[src/rtl/mlu_pkg.sv]
package mlu_pkg;
  localparam int FRAME_BITS = 10;
  localparam int STOP_POS   = FRAME_BITS - 1;

  typedef enum logic [1:0] {TX_IDLE, TX_SEND, TX_GUARD} tx_state_t;
  typedef enum logic       {RX_WAIT, RX_BYTE}           rx_state_t;
endpackage

[src/rtl/mlu_sync.sv]
module mlu_sync #(
  parameter int  STAGES    = 2,
  parameter logic RESET_VAL = 1'b1
) (
  input  logic clk,
  input  logic rst,
  input  logic din,
  output logic dout
);
  logic [STAGES-1:0] chain;

  always_ff @(posedge clk) begin
    if (rst) chain <= {STAGES{RESET_VAL}};
    else     chain <= {chain[STAGES-2:0], din};
  end

  assign dout = chain[STAGES-1];
endmodule

[src/rtl/mlu_tx.sv]
module mlu_tx
  import mlu_pkg::*;
#(
  parameter int BT_W        = 16,
  parameter int TX_LIMIT    = 100000,
  parameter int GUARD_TICKS = 500
) (
  input  logic            clk,
  input  logic            rst,
  input  logic            start,
  input  logic [7:0]      data,
  input  logic [BT_W-1:0] bit_ticks,
  input  logic            inhibit,
  output logic            line_out,
  output logic            line_oe,
  output logic            busy,
  output logic            fail
);
  localparam int LIM_W = $clog2(TX_LIMIT + 1);
  localparam int GRD_W = $clog2(GUARD_TICKS + 1);

  tx_state_t              state;
  logic [FRAME_BITS-1:0]  shreg;
  logic [3:0]             bitn;
  logic [BT_W-1:0]        tick;
  logic [LIM_W-1:0]       tot;
  logic [GRD_W-1:0]       gcnt;
  logic                   go;

  assign go   = start && !inhibit && (state != TX_SEND);
  assign busy = (state == TX_SEND);

  always_ff @(posedge clk) begin
    if (rst) begin
      state    <= TX_IDLE;
      shreg    <= '1;
      bitn     <= '0;
      tick     <= '0;
      tot      <= '0;
      gcnt     <= '0;
      line_out <= 1'b1;
      line_oe  <= 1'b0;
      fail     <= 1'b0;
    end else begin
      fail <= 1'b0;
      unique case (state)
        TX_IDLE, TX_GUARD: begin
          if (go) begin
            state    <= TX_SEND;
            shreg    <= {1'b1, data, 1'b0};
            line_out <= 1'b0;
            line_oe  <= 1'b1;
            bitn     <= '0;
            tick     <= '0;
            tot      <= '0;
          end else if (state == TX_GUARD) begin
            if (gcnt == GRD_W'(GUARD_TICKS - 1)) begin
              state   <= TX_IDLE;
              line_oe <= 1'b0;
            end else begin
              gcnt <= gcnt + GRD_W'(1);
            end
          end
        end
        TX_SEND: begin
          tot <= tot + LIM_W'(1);
          if (tot == LIM_W'(TX_LIMIT - 1)) begin
            fail     <= 1'b1;
            state    <= TX_IDLE;
            line_oe  <= 1'b0;
            line_out <= 1'b1;
          end else if (tick == bit_ticks - BT_W'(1)) begin
            tick <= '0;
            if (bitn == 4'(STOP_POS)) begin
              state    <= TX_GUARD;
              gcnt     <= '0;
              line_out <= 1'b1;
            end else begin
              bitn     <= bitn + 4'd1;
              shreg    <= {1'b1, shreg[FRAME_BITS-1:1]};
              line_out <= shreg[1];
            end
          end else begin
            tick <= tick + BT_W'(1);
          end
        end
        default: state <= TX_IDLE;
      endcase
    end
  end
endmodule

[src/rtl/mlu_rx.sv]
module mlu_rx
  import mlu_pkg::*;
#(
  parameter int BT_W = 16
) (
  input  logic            clk,
  input  logic            rst,
  input  logic            enable,
  input  logic            lvl,
  input  logic [BT_W-1:0] bit_ticks,
  output logic [7:0]      rx_byte,
  output logic            rx_valid,
  output logic            frame_err,
  output logic            timeout
);
  rx_state_t             state;
  logic                  lvl_d;
  logic [FRAME_BITS-1:0] bits;
  logic [FRAME_BITS-1:0] filled;
  logic [3:0]            nbits;
  logic [3:0]            idx;
  logic [3:0]            idx_now;
  logic [3:0]            fill_to;
  logic [BT_W-1:0]       rnd;
  logic [BT_W-1:0]       rnd_inc;
  logic                  wrap;
  logic                  edge_seen;
  logic                  at_stop;

  // rnd/idx hold the rounded position one tick back; *_now is this tick
  assign edge_seen = (lvl != lvl_d);
  assign rnd_inc   = rnd + BT_W'(1);
  assign wrap      = (rnd_inc == bit_ticks);
  assign idx_now   = wrap ? idx + 4'd1 : idx;
  assign at_stop   = (idx_now >= 4'(FRAME_BITS));

  always_comb begin
    fill_to = at_stop ? 4'(FRAME_BITS) : idx_now;
    for (int i = 0; i < FRAME_BITS; i++) begin
      filled[i] = (4'(i) >= nbits && 4'(i) < fill_to) ? lvl_d : bits[i];
    end
  end

  always_ff @(posedge clk) begin
    if (rst) begin
      state     <= RX_WAIT;
      lvl_d     <= 1'b1;
      bits      <= '0;
      nbits     <= '0;
      idx       <= '0;
      rnd       <= '0;
      rx_byte   <= '0;
      rx_valid  <= 1'b0;
      frame_err <= 1'b0;
      timeout   <= 1'b0;
    end else begin
      lvl_d     <= lvl;
      rx_valid  <= 1'b0;
      frame_err <= 1'b0;
      timeout   <= 1'b0;
      if (!enable) begin
        state <= RX_WAIT;
      end else begin
        unique case (state)
          RX_WAIT: begin
            if (edge_seen) begin
              if (!lvl) begin
                state <= RX_BYTE;
                bits  <= '0;
                nbits <= 4'd1;
                idx   <= '0;
                rnd   <= bit_ticks >> 1;
              end else begin
                frame_err <= 1'b1;
              end
            end
          end
          RX_BYTE: begin
            idx <= idx_now;
            rnd <= wrap ? '0 : rnd_inc;
            if (at_stop) begin
              state <= RX_WAIT;
              if (filled[STOP_POS]) begin
                rx_valid <= 1'b1;
                rx_byte  <= filled[8:1];
              end else begin
                timeout <= 1'b1;
              end
            end else if (edge_seen) begin
              bits  <= filled;
              nbits <= idx_now;
            end
          end
          default: state <= RX_WAIT;
        endcase
      end
    end
  end
endmodule

[src/rtl/motor_line_uart.sv]
module motor_line_uart #(
  parameter int BT_W        = 16,
  parameter int TX_LIMIT    = 100000,
  parameter int GUARD_TICKS = 500,
  parameter int SYNC_STAGES = 2
) (
  input  logic            clk,
  input  logic            rst,
  input  logic [7:0]      tx_data,
  input  logic            tx_start,
  input  logic [BT_W-1:0] bit_ticks,
  input  logic            rx_mode,
  input  logic            line_in,
  output logic            line_out,
  output logic            line_oe,
  output logic            tx_busy,
  output logic            tx_fail,
  output logic [7:0]      rx_byte,
  output logic            rx_valid,
  output logic            rx_frame_err,
  output logic            rx_timeout
);
  logic lvl;

  mlu_sync #(.STAGES(SYNC_STAGES), .RESET_VAL(1'b1)) u_sync (
    .clk(clk), .rst(rst), .din(line_in), .dout(lvl)
  );

  mlu_tx #(.BT_W(BT_W), .TX_LIMIT(TX_LIMIT), .GUARD_TICKS(GUARD_TICKS)) u_tx (
    .clk(clk), .rst(rst), .start(tx_start), .data(tx_data),
    .bit_ticks(bit_ticks), .inhibit(rx_mode),
    .line_out(line_out), .line_oe(line_oe), .busy(tx_busy), .fail(tx_fail)
  );

  mlu_rx #(.BT_W(BT_W)) u_rx (
    .clk(clk), .rst(rst), .enable(rx_mode && !line_oe), .lvl(lvl),
    .bit_ticks(bit_ticks), .rx_byte(rx_byte), .rx_valid(rx_valid),
    .frame_err(rx_frame_err), .timeout(rx_timeout)
  );
endmodule

[config.mk]
export PLATFORM = sky130hd
export DESIGN_NAME = motor_line_uart
export DESIGN_NICKNAME = d
export VERILOG_FILES = /design/src/rtl/mlu_pkg.sv /design/src/rtl/mlu_sync.sv /design/src/rtl/mlu_tx.sv /design/src/rtl/mlu_rx.sv /design/src/rtl/motor_line_uart.sv
export SDC_FILE = /design/constraint.sdc
export NUM_CORES = 1
export LEC_CHECK = 0
export ABC_AREA = 1
export BUFFER_PORTS_ARGS = -buffer_cell sky130_fd_sc_hd__buf_2
export CORE_AREA = 2 2 91 159
export CTS_CLUSTER_DIAMETER = 150
export CTS_CLUSTER_SIZE = 10
export DETAILED_ROUTE_END_ITERATION = 8
export DIE_AREA = 0 0 93 161
export PLACE_DENSITY_LB_ADDON = 0.08
export RECOVER_POWER = 100
export SYNTH_ARGS = -nofsm -noshare
export SYNTH_HDL_FRONTEND = slang
export SYNTH_SLANG_ARGS = --single-unit
[constraint.sdc]
create_clock -name clk -period 3.3 [get_ports clk]
set_input_delay 0.66 -clock clk [delete_from_list [all_inputs] [get_ports clk]]
set_output_delay 0.66 -clock clk [all_outputs]
set_load 0.01 [all_outputs]
==> results of run 1 <==
[layout by cell type (no fill, tap or decap), types with 2 or more instances in the layout]
cell / synthesis / layout
nand4_1: 36 / 36
nand2_1: 290 / 290
nor3_1: 21 / 21
nor2_2: 8 / 10
inv_1: 122 / 122
nor3b_1: 2 / 2
nand3_1: 91 / 91
nor2_1: 113 / 111
a211oi_1: 4 / 4
o21ai_0: 37 / 37
buf_4: 1 / 9
a221oi_1: 16 / 16
buf_2: 4 / 26
nand2_2: 13 / 13
a21oi_1: 64 / 64
inv_2: 3 / 3
nand3b_1: 5 / 5
xnor2_1: 16 / 16
nor4_1: 3 / 3
inv_6: 0 / 3
nand3_2: 2 / 2
clkinv_2: 0 / 2
or2_2: 3 / 3
nor2_4: 6 / 7
nand2_4: 2 / 2
o21ai_1: 2 / 2
xor2_1: 31 / 31
clkbuf_1: 24 / 20
dfxtp_1: 107 / 107
o211ai_1: 6 / 6
clkbuf_16: 0 / 9
ha_1: 9 / 9
[kinds of logic after synthesis]
group,Yosys count
XOR/XNOR,47
AO/OA/AOI/OAI,137
flip-flops,107
buffers and inverters,158
AND/OR/NAND/NOR,598
adder cells (fa/ha/maj),9
[report_power, final]
| group | switching [mW] | internal (mW) |
|---|---|---|
| registers | 0.0249 | 1.33 |
| logic | 0.279 | 0.123 |
| clock network | 0.543 | 0.525 |
| total | 0.846 | 1.98 |
[per-stage QoR]
stage                     TNS, ps  std cells  hold WS, ps
after floorplan                 0       1056        389.5
after global placement          0       1258        395.3
after detailed placement        0       1258        394.6
after CTS                       0       1274        412.9
after global routing       -2.273       1275        414.9
final                           0       1275        411.6
[worst max-delay path, delay by kind of cell (launching register included)]
kind          cells  cell delay (ps)
simple gates     19             2300
fa+ha+maj         1              230
flops             1              400
[final cells by class]
class | count | share of cell area
well taps | 177 | 0.02994
repair buffers | 56 | 0.03756
multi-input cells | 792 | 0.5395
clock buffers | 9 | 0.03045
clock inverters | 7 | 0.008120
flip-flops and latches | 107 | 0.2896
inverters | 127 | 0.06479
[flip-flops by register name, summed over array words and instances, names as in the netlist]
| name | flops |
|---|---|
| u_tx.tick | 16 |
| u_rx.lvl_d | 1 |
| u_tx.fail | 1 |
| u_tx.line_oe | 1 |
| u_rx.timeout | 1 |
| u_rx.rx_valid | 1 |
| u_rx.idx | 4 |
| u_tx.tot | 17 |
| u_rx.nbits | 4 |
| u_tx.state | 2 |
| u_rx.rx_byte | 8 |
| u_tx.bitn | 4 |
| u_tx.gcnt | 9 |
| u_rx.state | 1 |
| u_rx.frame_err | 1 |
| u_sync.chain | 2 |
| u_rx.rnd | 16 |
| u_rx.bits | 9 |
| u_tx.shreg | 8 |
| u_tx.line_out | 1 |
[worst paths after layout]
check / from / to / slack [ps]
worst max-delay path: u_rx.rnd[0] / u_rx.rx_byte[1] / 270
worst max register to register: u_rx.rnd[0] / u_rx.rx_byte[1] / 270
worst min register to register: u_sync.chain[0] / u_sync.chain[1] / 410
worst min-delay path: u_sync.chain[0] / u_sync.chain[1] / 410
[routing by layer]
layer	GRT usage	up-vias
met3	0.04011	31
met4	0.07821	2
li1	-	3516
met2	0.4608	113
met1	0.2599	3141
met5	0	-
==> results.tsv, run 1 <==
metric	value	unit
slowest_delay	400	ps
hp-class	flip-flop to flip-flop	
place_area	7132	um2
muxShareOfSynthArea	0	
path_cells	ha_1, nand2_2, nor2_4, nand4_2, nand2_1, nand2_1, nand2_1, nand2_1, nor2_2, nand3_2, nand2_1, nand2_1, nor2_1, nand2_1, nand2_1, nand2_2, nand2_2, nand2_1, nand2_1, nor2_1	
cts_resized	0	
drcViolationCount	0	
skew	10.29	ps
dr.first_iter.drc_count	281	
cts_buffer_depth	2	
die-area	14970	um2
die_x	93	um
hold_viol_final	0	
grt_max_degree	67	
portBuffers	43	
leakagePower	3.018	nW
worst_path_most_repeated_cell	nand2_1	
gp_congestion	0.8863	
grt_pass1_wl	29370	um
synth_edf_count	0	
worstRegToRegCells	20	
multiInputGateArea	3990	um2
p_per_area	381.6	nW/um2
synthXorXnorAreaFrac	0.06112	
tritoncts	yes	
synthTopCellsByCount	nand2_1, inv_1, nor2_1	
root_buffer	clkbuf_16	
drive_above_1_share	0.08652	
status	finished clean	
rows	57	
grt_usage	0.2398	
synth_top_family_by_area	simple AND/OR/NAND/NOR gates	
fin_crit	3031	ps
regArea	2142	um2
area_growth	9.809	%
ios	44	
num-nets-final	1131	
fin_ws	269.2	ps
vias	6803	
power	2.822	mW
slew_viol_final	0	
drt-met1-wl	7055	um
antenna_left	0	
tightest_slew	794.9	ps
crit_required	3560	ps
cp_max_fo	14	
clkSinkCount	107	
async_reset_ff_frac	0	
cts_setup_buffers	0	
ys_types	43	
setup_viol	0	
period_share	0.9184	
critPathKind	flip-flop to flip-flop	
slowest_stage	dfxtp_1	
yosysMostFrequentCell	nand2_1	
avgSynthCellArea	6.378	um2
irDropWorstVdd	0.2305	mV
synth_simple_gate_area_frac	0.3942	
htreeDepth	3	
syn_area	6735	um2
highest_layer	met5	
syn_inst	1056	
whs_path_depth	1	
yosysTopAreaCellShare	0.3180	
wl_per_cell	13.77	um
max_freq	329.9	MHz
viasPerCell	5.336	
drv_cap	0	
n_antenna_cell	0	
hpwl	12900	um
wirelength	17560	um
ys_ff_latch	107	
synth_ff_type	dfxtp_1	
synth_fa_ha_area_frac	0.01672	
met2_length	9543	um
yosysTopAreaCell	dfxtp_1	
ctsHoldBuffers	0	
cts_buffers	9	
syn_nets	1094	
clkTransAtPathRegs	80	ps
start_util	0.4919	
pre_cts_slack	11.17	ps
die_y	161	um
synth-compound-area-share	0.1180	
overflow	0	
utilization	0.5401	
fin_area	7396	um2
cp.arrival	3290	ps
yosysWarnings	0	
antenna_found_initial	1	
clkLatencyLatePin	360	ps
detail_route.first_pass.iterations	6	
relSlewSlack	0.4701	
fillerInstances	1498	
core	13690	um2
synth_area_leaders	dfxtp_1, nand2_1, inv_1, nand3_1, nor2_1	
grt_pass1_vias	6465	
met3WireLength	560	um
endpoint_kind	flip-flop	
yosysSeqAreaShare	0.3180	
critPathLaunchType	flip-flop	
No activity file was read; power rests on OpenSTA's default activity.
==> inputs of run 2 (changes only) <==
CELL_PAD_IN_SITES_DETAIL_PLACEMENT = 0   (was default)
CELL_PAD_IN_SITES_GLOBAL_PLACEMENT = 2   (was default)
CORE_AREA = 2 2 110 192   (was 2 2 91 159)
DIE_AREA = 0 0 112 194   (was 0 0 93 161)
PLACE_DENSITY = 0.88   (was default)
PLACE_DENSITY_LB_ADDON = default   (was 0.08)
==> results.tsv, run 2 (synthesis results as in run 1) <==
metric	value	unit
mostFrequentLayoutCell	nand2_1	
num-nets-final	1135	
htreeDepth	3	
crit_required	3560	ps
clkSinkCount	107	
grt_pass1_wl	32130	um
place_area	7248	um2
portBuffers	43	
fillerInstances	2294	
grt_usage	0.1808	
wl_per_cell	14.29	um
drv_cap	0	
critPathLaunchType	flip-flop	
tightest_slew	822.6	ps
dr.first_iter.drc_count	294	
p_per_area	401.8	nW/um2
skew	10.03	ps
die_x	112	um
drive_above_1_share	0.09173	
setup_viol	0	
cp.arrival	3260	ps
viasPerCell	4.968	
ios	44	
relSlewSlack	0.4516	
largest_reg_flops	17	
setup_tns	0	ps
grt_pass1_vias	6550	
layout_common_cells	nand2_1, inv_1, nor2_1	
cts_buffer_depth	2	
n_antenna_cell	0	
pre_cts_slack	55.77	ps
endpoint_kind	flip-flop	
gp_congestion	0.8215	
clkTransAtPathRegs	70	ps
hp-class	flip-flop to flip-flop	
antenna_left	0	
leakagePower	3.091	nW
power	3.050	mW
start_util	0.3334	
die_y	194	um
critPathKind	flip-flop to flip-flop	
grt_max_degree	67	
detail_route.first_pass.iterations	4	
period_share	0.9110	
cp.buffers_inverters	1	
die-area	21730	um2
fin_area	7591	um2
cp_max_fo	14	
clkLatencyLatePin	360	ps
slowest_delay	400	ps
hpwl	14370	um
root_buffer	clkbuf_16	
max_freq	332.6	MHz
core	20200	um2
irDropWorstVdd	0.3212	mV
slowest_stage	dfxtp_1	
rows	69	
wirelength	19280	um
path_cells	ha_1, nand2_2, nor2_4, buf_4, nand3_1, nand3_1, nand2_1, nor2_1, nand2_1, nor2_1, nand3_1, nand2_2, nand2_4, nand2_4, nand3_1, nand2_2, nand2_2, nor2_1, nor2_1	
drcViolationCount	0	
area_growth	12.71	%
status	finished clean	
slew_viol_final	0	
fin_crit	3006	ps
cp_top_family	simple AND/OR/NAND/NOR gates	
vias	6702	
overflow	0	
cts_buffers	9	
tritoncts	yes	
largest-register	u_tx.tot	
hold_viol_final	0	
antenna_found_initial	0	
top_regs	u_tx.tot: 17 flops, u_rx.rnd: 16 flops, u_tx.tick: 16 flops	
fin_ws	293.8	ps
-- run 2: changes by cell type in the layout (fill, tap and decap cells not counted), moves of 2 or more --
cell | before | now
nor2_2 | 10 | 8
inv_6 | 3 | 0
clkbuf_1 | 20 | 16
clkinv_2 | 2 | 0
bufinv_16 | 0 | 3
buf_2 | 26 | 29
buf_4 | 9 | 14
-- run 2: area by class of cell --
class | count | area [um2] | share of cell area
inverter | 127 | 479.2 | 0.06313
sequential | 107 | 2142 | 0.2822
tap | 248 | 310.3 | 0.04088
clock buffer | 11 | 242.7 | 0.03198
multi-input combinational | 791 | 3981 | 0.5245
timing repair buffer | 61 | 336.6 | 0.04434
clock inverter | 4 | 98.84 | 0.01302
-- run 2: power by group --
group	total (mW)	internal [mW]	switching, mW
Clock	1.28	0.761	0.517
Combinational	0.418	0.132	0.286
Sequential	1.35	1.33	0.0260
-- run 2: metal layers --
metal / global-route usage / up-vias / wire length (um)
li1: - / 3515 / -
met1: 0.1986 / 3094 / 7995
met2: 0.3493 / 75 / 10470
met3: 0.02938 / 18 / 468
met4: 0.05465 / 0 / 348
met5: 0 / - / 0
-- run 2: path summary, 6_finish.rpt --
kind,cells after the start,slack (ps),startpoint,end
setup / recovery,19,290,u_rx.rnd[0],u_rx.rx_byte[4]
hold / removal,1,430,u_sync.chain[0],u_sync.chain[1]
setup reg to reg,19,290,u_rx.rnd[0],u_rx.rx_byte[4]
hold reg to reg,1,430,u_sync.chain[0],u_sync.chain[1]
-- run 2: metrics by stage --
stage               hold WS [ps]  cells  utilization
finish                     425.6   1349       0.3758
floorplan                  389.5   1056            -
CTS                        429.1   1346       0.3757
detailed placement         411.8   1331       0.3588
global route               445.7   1349       0.3758
global placement           421.6   1331       0.3588
-- run 2: what timing repair did --
item / 4_1_cts / 5_1_grt
setup buffers: 0 / 3
setup endpoints to repair: 0 / 23
hold buffers: 0 / 0
gates resized for setup: 0 / 3
